[config.mk]
export PLATFORM = sky130hd
export DESIGN_NAME = pint_ctrl
export DESIGN_NICKNAME = d
export VERILOG_FILES = /design/src/rtl/pint_pkg.sv /design/src/rtl/pint_sync.sv /design/src/rtl/pint_detect.sv /design/src/rtl/pint_regs.sv /design/src/rtl/pint_ctrl.sv
export SDC_FILE = /design/constraint.sdc
export NUM_CORES = 1
export LEC_CHECK = 0
export ABC_AREA = 1
export BUFFER_PORTS_ARGS = -buffer_cell sky130_fd_sc_hd__buf_4
export CAP_MARGIN = 20
export CORE_MARGIN = 2
export CORE_UTILIZATION = 58
export DETAILED_ROUTE_END_ITERATION = 8
export GPL_TIMING_DRIVEN = 0
export PLACE_DENSITY = 0.81
export SYNTH_ARGS = -nofsm -noshare
export SYNTH_HDL_FRONTEND = slang
export SYNTH_SLANG_ARGS = --single-unit
[constraint.sdc]
create_clock -name clk -period 3 [get_ports clk]
set_input_delay 0.3 -clock clk [delete_from_list [all_inputs] [get_ports clk]]
set_output_delay 0.3 -clock clk [all_outputs]
set_load 0.01 [all_outputs]
[src/rtl/pint_pkg.sv]
// Shared register addresses and control-register bit positions for the
// pin interrupt controller. Assumes a data word of at least four bits.
package pint_pkg;
    localparam int ADDR_W = 2;

    localparam logic [ADDR_W-1:0] A_CTRL = 2'd0;
    localparam logic [ADDR_W-1:0] A_SEL  = 2'd1;
    localparam logic [ADDR_W-1:0] A_POL  = 2'd2;
    localparam logic [ADDR_W-1:0] A_PULL = 2'd3;

    localparam int B_FLAG = 0;
    localparam int B_ACK  = 1;
    localparam int B_IE   = 2;
    localparam int B_MODE = 3;
endpackage

[src/rtl/pint_sync.sv]
// Two-stage synchronizer for a vector of asynchronous pin inputs.
// Assumes each bit is sampled independently; no bus coherence is implied.
module pint_sync #(
    parameter int W = 8
) (
    input  logic         clk,
    input  logic         rst_n,
    input  logic [W-1:0] d_async,
    output logic [W-1:0] q_sync
);
    logic [W-1:0] stage1;

    // Two flops in series to settle metastable samples.
    always_ff @(posedge clk) begin
        if (!rst_n) begin
            stage1 <= '0;
            q_sync <= '0;
        end else begin
            stage1 <= d_async;
            q_sync <= stage1;
        end
    end
endmodule

[src/rtl/pint_detect.sv]
// Per-pin active-edge and active-level detection.
// Assumes s_in is already synchronized. The previous sample is judged with
// the current polarity, so a polarity change alone never creates an edge.
module pint_detect #(
    parameter int W = 8
) (
    input  logic         clk,
    input  logic         rst_n,
    input  logic [W-1:0] s_in,
    input  logic [W-1:0] pol,
    input  logic [W-1:0] sel,
    input  logic         level_mode,
    output logic         hit_any,
    output logic         asserted_any
);
    logic [W-1:0] s_prev;
    logic [W-1:0] hit;
    logic [W-1:0] asserted;

    // Keep last cycle's synchronized value for edge comparison.
    always_ff @(posedge clk) begin
        if (!rst_n) s_prev <= '0;
        else        s_prev <= s_in;
    end

    for (genvar i = 0; i < W; i++) begin : g_pin
        logic act_now;
        logic act_before;
        // Map each pin to "active" according to its polarity and qualify it.
        always_comb begin
            act_now     = ~(s_in[i]   ^ pol[i]);
            act_before  = ~(s_prev[i] ^ pol[i]);
            asserted[i] = sel[i] & act_now;
            hit[i]      = sel[i] & ((act_now & ~act_before) | (level_mode & act_now));
        end
    end

    // Reduce per-pin results to the shared controller signals.
    always_comb begin
        hit_any      = |hit;
        asserted_any = |asserted;
    end
endmodule

[src/rtl/pint_regs.sv]
// Configuration registers, shared interrupt flag and read mux.
// Assumes bus_wr is a single-cycle strobe. A detected event has priority
// over a clearing acknowledge in the same cycle.
module pint_regs
    import pint_pkg::*;
#(
    parameter int W = 8
) (
    input  logic              clk,
    input  logic              rst_n,
    input  logic [ADDR_W-1:0] bus_addr,
    input  logic              bus_wr,
    input  logic [W-1:0]      bus_wdata,
    output logic [W-1:0]      bus_rdata,
    input  logic              hit_any,
    input  logic              asserted_any,
    output logic [W-1:0]      sel,
    output logic [W-1:0]      pol,
    output logic [W-1:0]      pull_en,
    output logic              ie,
    output logic              level_mode,
    output logic              flag,
    output logic              ack_wr
);
    logic ctrl_wr;

    // Decode control writes and the acknowledge strobe.
    always_comb begin
        ctrl_wr = bus_wr && (bus_addr == A_CTRL);
        ack_wr  = ctrl_wr && bus_wdata[B_ACK];
    end

    // Configuration register updates.
    always_ff @(posedge clk) begin
        if (!rst_n) begin
            sel        <= '0;
            pol        <= '0;
            pull_en    <= '0;
            ie         <= 1'b0;
            level_mode <= 1'b0;
        end else if (bus_wr) begin
            case (bus_addr)
                A_CTRL: begin
                    ie         <= bus_wdata[B_IE];
                    level_mode <= bus_wdata[B_MODE];
                end
                A_SEL:   sel     <= bus_wdata;
                A_POL:   pol     <= bus_wdata;
                default: pull_en <= bus_wdata;
            endcase
        end
    end

    // Shared flag: set by any event, cleared only by a permitted acknowledge.
    always_ff @(posedge clk) begin
        if (!rst_n)                         flag <= 1'b0;
        else if (hit_any)                   flag <= 1'b1;
        else if (ack_wr && !asserted_any)   flag <= 1'b0;
    end

    // Read mux; the acknowledge bit is write-only and reads as zero.
    always_comb begin
        bus_rdata = '0;
        case (bus_addr)
            A_CTRL: begin
                bus_rdata[B_FLAG] = flag;
                bus_rdata[B_IE]   = ie;
                bus_rdata[B_MODE] = level_mode;
            end
            A_SEL:   bus_rdata = sel;
            A_POL:   bus_rdata = pol;
            default: bus_rdata = pull_en;
        endcase
    end
endmodule

[src/rtl/pint_ctrl.sv]
// Top level of the pin interrupt controller: synchronizer, detector,
// register file, request gating and pull-control outputs.
// Assumes NPINS >= 4 so the control bits fit in one data word.
module pint_ctrl
    import pint_pkg::*;
#(
    parameter int NPINS = 8
) (
    input  logic              clk,
    input  logic              rst_n,
    input  logic [NPINS-1:0]  pin_in,
    input  logic [ADDR_W-1:0] bus_addr,
    input  logic              bus_wr,
    input  logic [NPINS-1:0]  bus_wdata,
    output logic [NPINS-1:0]  bus_rdata,
    output logic              irq,
    output logic [NPINS-1:0]  pull_up,
    output logic [NPINS-1:0]  pull_dn
);
    localparam int W = NPINS;

    logic [W-1:0] pin_s;
    logic [W-1:0] sel;
    logic [W-1:0] pol;
    logic [W-1:0] pull_en;
    logic         ie;
    logic         level_mode;
    logic         flag;
    logic         ack_wr;
    logic         hit_any;
    logic         asserted_any;

    pint_sync #(.W(W)) u_sync (
        .clk     (clk),
        .rst_n   (rst_n),
        .d_async (pin_in),
        .q_sync  (pin_s)
    );

    pint_detect #(.W(W)) u_detect (
        .clk          (clk),
        .rst_n        (rst_n),
        .s_in         (pin_s),
        .pol          (pol),
        .sel          (sel),
        .level_mode   (level_mode),
        .hit_any      (hit_any),
        .asserted_any (asserted_any)
    );

    pint_regs #(.W(W)) u_regs (
        .clk          (clk),
        .rst_n        (rst_n),
        .bus_addr     (bus_addr),
        .bus_wr       (bus_wr),
        .bus_wdata    (bus_wdata),
        .bus_rdata    (bus_rdata),
        .hit_any      (hit_any),
        .asserted_any (asserted_any),
        .sel          (sel),
        .pol          (pol),
        .pull_en      (pull_en),
        .ie           (ie),
        .level_mode   (level_mode),
        .flag         (flag),
        .ack_wr       (ack_wr)
    );

    // Gate the request with the interrupt enable.
    always_comb irq = flag & ie;

    for (genvar i = 0; i < W; i++) begin : g_pull
        // Pull engages only when enabled; polarity picks its direction.
        always_comb begin
            pull_up[i] = pull_en[i] & ~pol[i];
            pull_dn[i] = pull_en[i] &  pol[i];
        end
    end
endmodule

==> summary.txt, run 1 <==
Worst setup path
  – CP arrival: 1.47 ns
  – Crit start category: flop
  – Largest fanout on the critical path: 10
  – Crit. End Element: output port
  – Worst setup path class: flop to output port
  – Worst Path Required: 2.70 ns
  – CP max stage delay: 0.34 ns
  – Slowest cell on the critical path: clkinv_1
  – Worst-path cell chain: clkinv_1 -> o2111ai_1 -> buf_4

Pwr
  – Leakage: 1.50 nW
  – Pwr Density: 461 mW/mm2
  – Maximum vdd drop: 285 uV

Yosys
  – Ys async rst share: 0%
  – Synthesized flop and latch total: 51
  – Post-synthesis cell count: 350
  – Synth area leaders: dfxtp_1, nand2_1, inv_1
  – Yosys top cell by area: dfxtp_1
  – Synth cell types: 21
  – Top cell type's share of synthesized area: 43.5%
  – Syn. warnings: 0
  – Sequential cell area fraction in the yosys report: 43.5%
  – Cell area after synthesis: 0.00235 mm2
  – Syn avg cell area: 6.70 um2
  – Synth Flop Type: dfxtp_1
  – Commonest cells post-synth: nand2_1, inv_1, dfxtp_1
  – Count leader, synth: nand2_1
  – EDFF count, synth: 0
  – Total nets after synthesis: 371

Cells and area
  – # diodes: 0
  – Fin nets: 423
  – Final core utilization: 71.7%
  – Layout area overhead: 20.5%
  – Share of cells above drive strength 1: 17.6%
  – Fillers: 354

STA
  – Final Cycle Share: 59.0%
  – Setup TNS: 0 ns
  – Setup slack after layout: 1.23 ns
  – Final Critical Period: 1.77 ns
  – Clk_skew: 0.00845 ns
  – Max Slew Vio Count: 0
  – Final setup fails: 0
  – Hold Violations, Final: 0
  – Slew @ Worst Pin: 0.531 ns
  – RSZ-0062 raised after global routing: no
  – Max Clk Rate: 565 MHz
  – Max_slew headroom: 64.6%

Floorplan
  – Die area: 0.00457 mm2
  – Core area: 0.00394 mm2
  – Initial Util: 59.5%
  – Die X: 67.6 um
  – Rows: 23
  – Die Ht: 67.6 um
  – Io pins: 46

Detailed routing
  – Residual DRC: 0
  – Wire per inst: 12.5 um
  – Detailed Route Iter0 Violations: 180
  – Via Count: 2300
  – DRT Wirelength: 5660 um
  – Post-DRT Antenna Nets: 0
  – Via density: 5.08
  – First-pass iteration count of the detailed router: 4

CTS
  – Clock Latency Late Sink: 0.30 ns
  – Post-CTS Setup Inserts: 0
  – Maximum clock insertion buffer count: 2
  – CTS tree: yes
  – H-tree level count: 2
  – Clock Sinks: 51
  – Clk root buf: clkbuf_8
  – Hold Buf Count CTS: 0
  – Total CTS buffers: 5
  – CTS resizes: 0
  – Clk pin slew, worst setup/hold paths: 0.09 ns

Placed design
  – Routability Congestion: 0.853
  – Pre-CTS WS: 1.35 ns
  – Detail Placement HPWL: 4070 um
  – IO Port Bufs: 45

Global route
  – First-pass GRT wire length: 8970 um
  – Vias in the first global route: 2027
  – Initial antenna violation count: 0
  – Pin count of the biggest net entering global routing: 15
  – Total global routing overflow: 0
  – Total GRT Usage: 26.7%

Outcome
  – Outcome: complete, no violations

Min path
  – Hold Crit Class: primary input to flop

Flow run
  – Max-cap viol count: 0
stage by stage:
| stage | hold slack [ns] | cells | power (mW) | instance area [um2] |
|---|---|---|---|---|
| 2_1_floorplan | 0.390 | 350 | 0.856 | 2350 |
| 3_3_place_gp | 0.392 | 445 | 0.931 | 2750 |
| 3_5_place_dp | 0.397 | 445 | 0.938 | 2750 |
| 4_1_cts | 0.169 | 453 | 1.31 | 2830 |
| 5_1_grt | 0.173 | 453 | 1.36 | 2830 |
| 6_report | 0.173 | 453 | 1.30 | 2830 |
placed cells by master (no fill, tap or decap):
master     count
a221oi_1       1
a21oi_1       26
nor2_2         1
buf_4         45
o21ai_0       21
nor2_4         1
clkbuf_1       7
nand2_1       96
inv_2          5
a21oi_2        3
o221ai_1       5
clkbuf_8       5
o21ai_2        3
inv_1         78
nor2_1        23
buf_6          3
dfxtp_1       51
o21ai_1        3
nand2_4        1
nand3_1       18
clkinv_2       1
o2111ai_1      2
clkinv_1       1
nand2_2        3
power breakdown:
part           internal [mW]  total [mW]  switching (mW)  leakage (nW)
Clock                  0.164       0.379           0.215        0.0422
Combinational         0.0788       0.191           0.112          1.04
Sequential             0.710       0.733          0.0233         0.419
worst max-delay path, delay by kind of cell, from the launching register on:
family | cells | cell delay (ns)
AO/OA/AOI/OAI | 1 | 0.34
buffers and inverters | 2 | 0.50
flip-flops | 1 | 0.33
state kept, by name, summed over array words and instances, names as in the netlist:
signal,count
u_sync.q_sync,8
u_regs.sel,8
u_regs.pull_en,8
u_regs.level_mode,1
u_sync.stage1,8
u_detect.s_prev,8
u_regs.pol,8
u_regs.ie,1
u_regs.flag,1
final cells by class:
class | instances | area, um2 | share of cell area (%)
multi-input combinational | 207 | 957 | 33.8
clock inverter | 1 | 5.00 | 0.177
tap | 50 | 62.6 | 2.21
buffer | 8 | 52.6 | 1.86
clock buffer | 7 | 76.3 | 2.70
inverter | 84 | 315 | 11.2
timing repair buffer | 45 | 338 | 11.9
sequential | 51 | 1020 | 36.1
metal layers:
metal  wire, um  up-vias  global-route usage (%)
met4         81        0                    10.5
met2       2660       85                    43.9
met3        480       11                    5.67
met5          0        -                       0
met1       2440     1029                    34.0
li1           -     1175                       -
worst paths after layout:
check / to / start / cells after the start / slack [ns]
min: u_sync.stage1[6] / pin_in[6] / 3 / 0.17
max: bus_rdata[3] / u_regs.level_mode / 3 / 1.23
max reg2reg: u_regs.flag / u_regs.level_mode / 8 / 1.64
min reg2reg: u_sync.q_sync[7] / u_sync.stage1[7] / 2 / 0.42
cells by family after synthesis:
group | count (synthesis) | share of synthesized area [%]
simple gates | 143 | 24.9
buf+inv | 92 | 15.7
compound gates | 64 | 15.9
flops | 51 | 43.5
Power figures use the tool's default switching activity.
==> run 2: changes to the inputs <==
- CORE_UTILIZATION: 58 -> 54
- PLACE_DENSITY: 0.81 -> 0.76
- clock period: 3 -> 1.7 ns (I/O delays scaled with it)
==> summary.txt, run 2 (synthesis gave the netlist of run 1 again) <==
Floorplan
  – Io pins: 46 (unchanged)
  – Die Ht: 69.9 um (+3.4%)
  – Die area: 0.00489 mm2 (+7.0%)
  – Core area: 0.00409 mm2 (+3.6%)
  – Initial Util: 57.4% (-2.1 points)
  – Rows: 23 (unchanged)
  – Die X: 69.9 um (+3.4%)

STA
  – Final Critical Period: 1.62 ns
  – Slew @ Worst Pin: 0.572 ns (+0.0411 ns)
  – RSZ-0062 raised after global routing: no
  – Hold_ws: 0.0406 ns (-0.133 ns)
  – Final setup fails: 0 (unchanged)
  – Max Slew Vio Count: 0 (unchanged)
  – Hold Violations, Final: 0 (unchanged)
  – Clk_skew: 0.00545 ns (-0.00300 ns)
  – Final Cycle Share: 95.0%
  – Setup TNS: 0 ns (unchanged)
  – Max_slew headroom: 61.8% (-2.7 points)
  – Max Clk Rate: 619 MHz

Cells and area
  – Layout Cells excl Fill: 453 (unchanged)
  – Share of cells above drive strength 1: 17.9% (+0.25 points)
  – Layout area overhead: 21.3%
  – Commonest non-fill, non-tap cell in the layout: nand2_1
  – Fin nets: 423 (unchanged)
  – Most frequent cells in the layout: nand2_1, inv_1, dfxtp_1, buf_4, a21oi_1
  – # diodes: 0 (unchanged)

Flow run
  – Max-cap viol count: 0 (unchanged)

Worst setup path
  – Crit start category: flop
  – FF-to-FF End: u_regs.flag
  – Critical Path Start: u_regs.level_mode
  – Largest fanout on the critical path: 10 (unchanged)
  – Worst Reg-to-Reg Cells: 8 (unchanged)
  – Worst reg2reg startpoint: u_regs.level_mode
  – R2r setup slk: 0.35 ns (-1.29 ns)
  – Worst setup path class: flop to output port
  – Worst-path cell chain: clkinv_1 -> o2111ai_1 -> buf_4
  – Worst Path Required: 1.53 ns (-1.17 ns)
  – CP max stage delay: 0.34 ns (about the same)
  – Crit. End Element: output port
  – Worst Setup EP: bus_rdata[3]
  – CP arrival: 1.45 ns (-0.02 ns)
  – Slowest cell on the critical path: o2111ai_1

CTS
  – Clk root buf: clkbuf_8
  – Clk pin slew, worst setup/hold paths: 0.09 ns (about the same)
  – Clock Latency Late Sink: 0.30 ns (about the same)
  – Maximum clock insertion buffer count: 2 (unchanged)
  – CTS tree: yes
  – Clock Sinks: 51 (unchanged)
  – CTS resizes: 0 (unchanged)
  – H-tree level count: 2 (unchanged)
  – Hold Buf Count CTS: 0 (unchanged)
  – Post-CTS Setup Inserts: 0 (unchanged)
  – Total CTS buffers: 5 (unchanged)

Detailed routing
  – Via density: 4.91 (-3.3%)
  – Wire per inst: 12.1 um (-3.3%)
  – DRT Wirelength: 5480 um (-3.3%)
  – Detailed Route Iter0 Violations: 178 (-1.1%)
  – Residual DRC: 0 (unchanged)
  – Via Count: 2224 (-3.3%)
  – Post-DRT Antenna Nets: 0 (unchanged)
  – First-pass iteration count of the detailed router: 4 (unchanged)

Placed design
  – Routability Congestion: 0.816 (-4.3%)
  – IO Port Bufs: 45 (unchanged)
  – Detail Placement HPWL: 4010 um (-1.5%)
  – Placed Cells incl. Taps: 445 (unchanged)

Pwr
  – Maximum vdd drop: 509 uV (+79%)
  – Pwr Density: 836 mW/mm2 (+81%)
  – Clk pwr share: 31.7% (+2.6 points)
  – Combinational share of power: 14.0% (-0.7 points)
  – Sw Ratio: 25.9% (-1.0 points)
  – Reg power frac: 54.3% (-1.9 points)
  – Pint: 1.76 mW (+85%)
  – Leakage: 1.51 nW (+0.62%)
  – P_sw: 616 uW (+76%)

Global route
  – Vias in the first global route: 2057 (+1.5%)
  – First-pass GRT wire length: 9370 um (+4.5%)
  – Total GRT Usage: 24.4% (-2.3 points)
  – Initial antenna violation count: 0 (unchanged)
  – Total global routing overflow: 0 (unchanged)
  – Pin count of the biggest net entering global routing: 15 (unchanged)

Min path
  – Hold Crit Class: primary input to flop

Outcome
  – Outcome: complete, no violations
==> run 2: cell count changes in the layout (fill, tap and decap cells not counted) <==
cell      previous run  this run
clkinv_2             1         0
clkbuf_8             5         7
clkbuf_1             7         6
==> run 2: routing by layer <==
metal | vias up | track usage, % | wire (um)
li1 | 1172 | - | -
met1 | 974 | 31.5 | 2420
met2 | 69 | 41.5 | 2580
met3 | 9 | 4.33 | 362
met4 | 0 | 7.91 | 119
met5 | - | 0 | 0
==> run 2: stage by stage <==
step | total power, mW | utilization (%) | worst slack (ns) | instance area, um2
floorplan | 1.51 | - | 0.660 | 2350
global placement | 1.65 | 67.2 | 0.284 | 2750
detailed placement | 1.65 | 67.2 | 0.310 | 2750
CTS | 2.40 | 69.7 | 0.0750 | 2850
global route | 2.49 | 69.7 | 0.0107 | 2850
finish | 2.38 | 69.7 | 0.0846 | 2850
==> run 2: worst max-delay path, delay by kind of cell, from the launching register on <==
| family | cells | cell delay, ns |
|---|---|---|
| AOI/OAI and AO/OA | 1 | 0.34 |
| buffers and inverters | 2 | 0.48 |
| DFF | 1 | 0.32 |
==> run 2: power groups by stage <==
stage | clock (mW) | sequential [mW] | combinational [mW]
after floorplan | 0 | 1.31 | 0.200
after global placement | 0 | 1.32 | 0.327
after detailed placement | 0 | 1.32 | 0.333
after CTS | 0.774 | 1.29 | 0.334
after global routing | 0.813 | 1.30 | 0.378
final | 0.753 | 1.29 | 0.333
==> run 2: worst min-delay path by stage <==
stage	startpoint	endpoint	slack, ns	cells past startpoint
4_1_cts	pin_in[6]	u_sync.stage1[6]	0.03	3
3_5_place_dp	pin_in[4]	u_sync.stage1[4]	0.35	3
3_3_place_gp	pin_in[0]	u_sync.stage1[0]	0.35	3
6_report	pin_in[6]	u_sync.stage1[6]	0.04	3
5_1_grt	pin_in[4]	u_sync.stage1[4]	0.03	3
2_1_floorplan	pin_in[0]	u_sync.stage1[0]	0.27	2
==> run 2: final cells by class <==
class	instances	area [um2]
Fill cell	380	1240
Sequential cell	51	1020
Multi-Input combinational cell	207	957
Timing Repair Buffer	45	338
Inverter	84	315
Clock buffer	8	100
Tap cell	50	62.6
Buffer	8	52.6
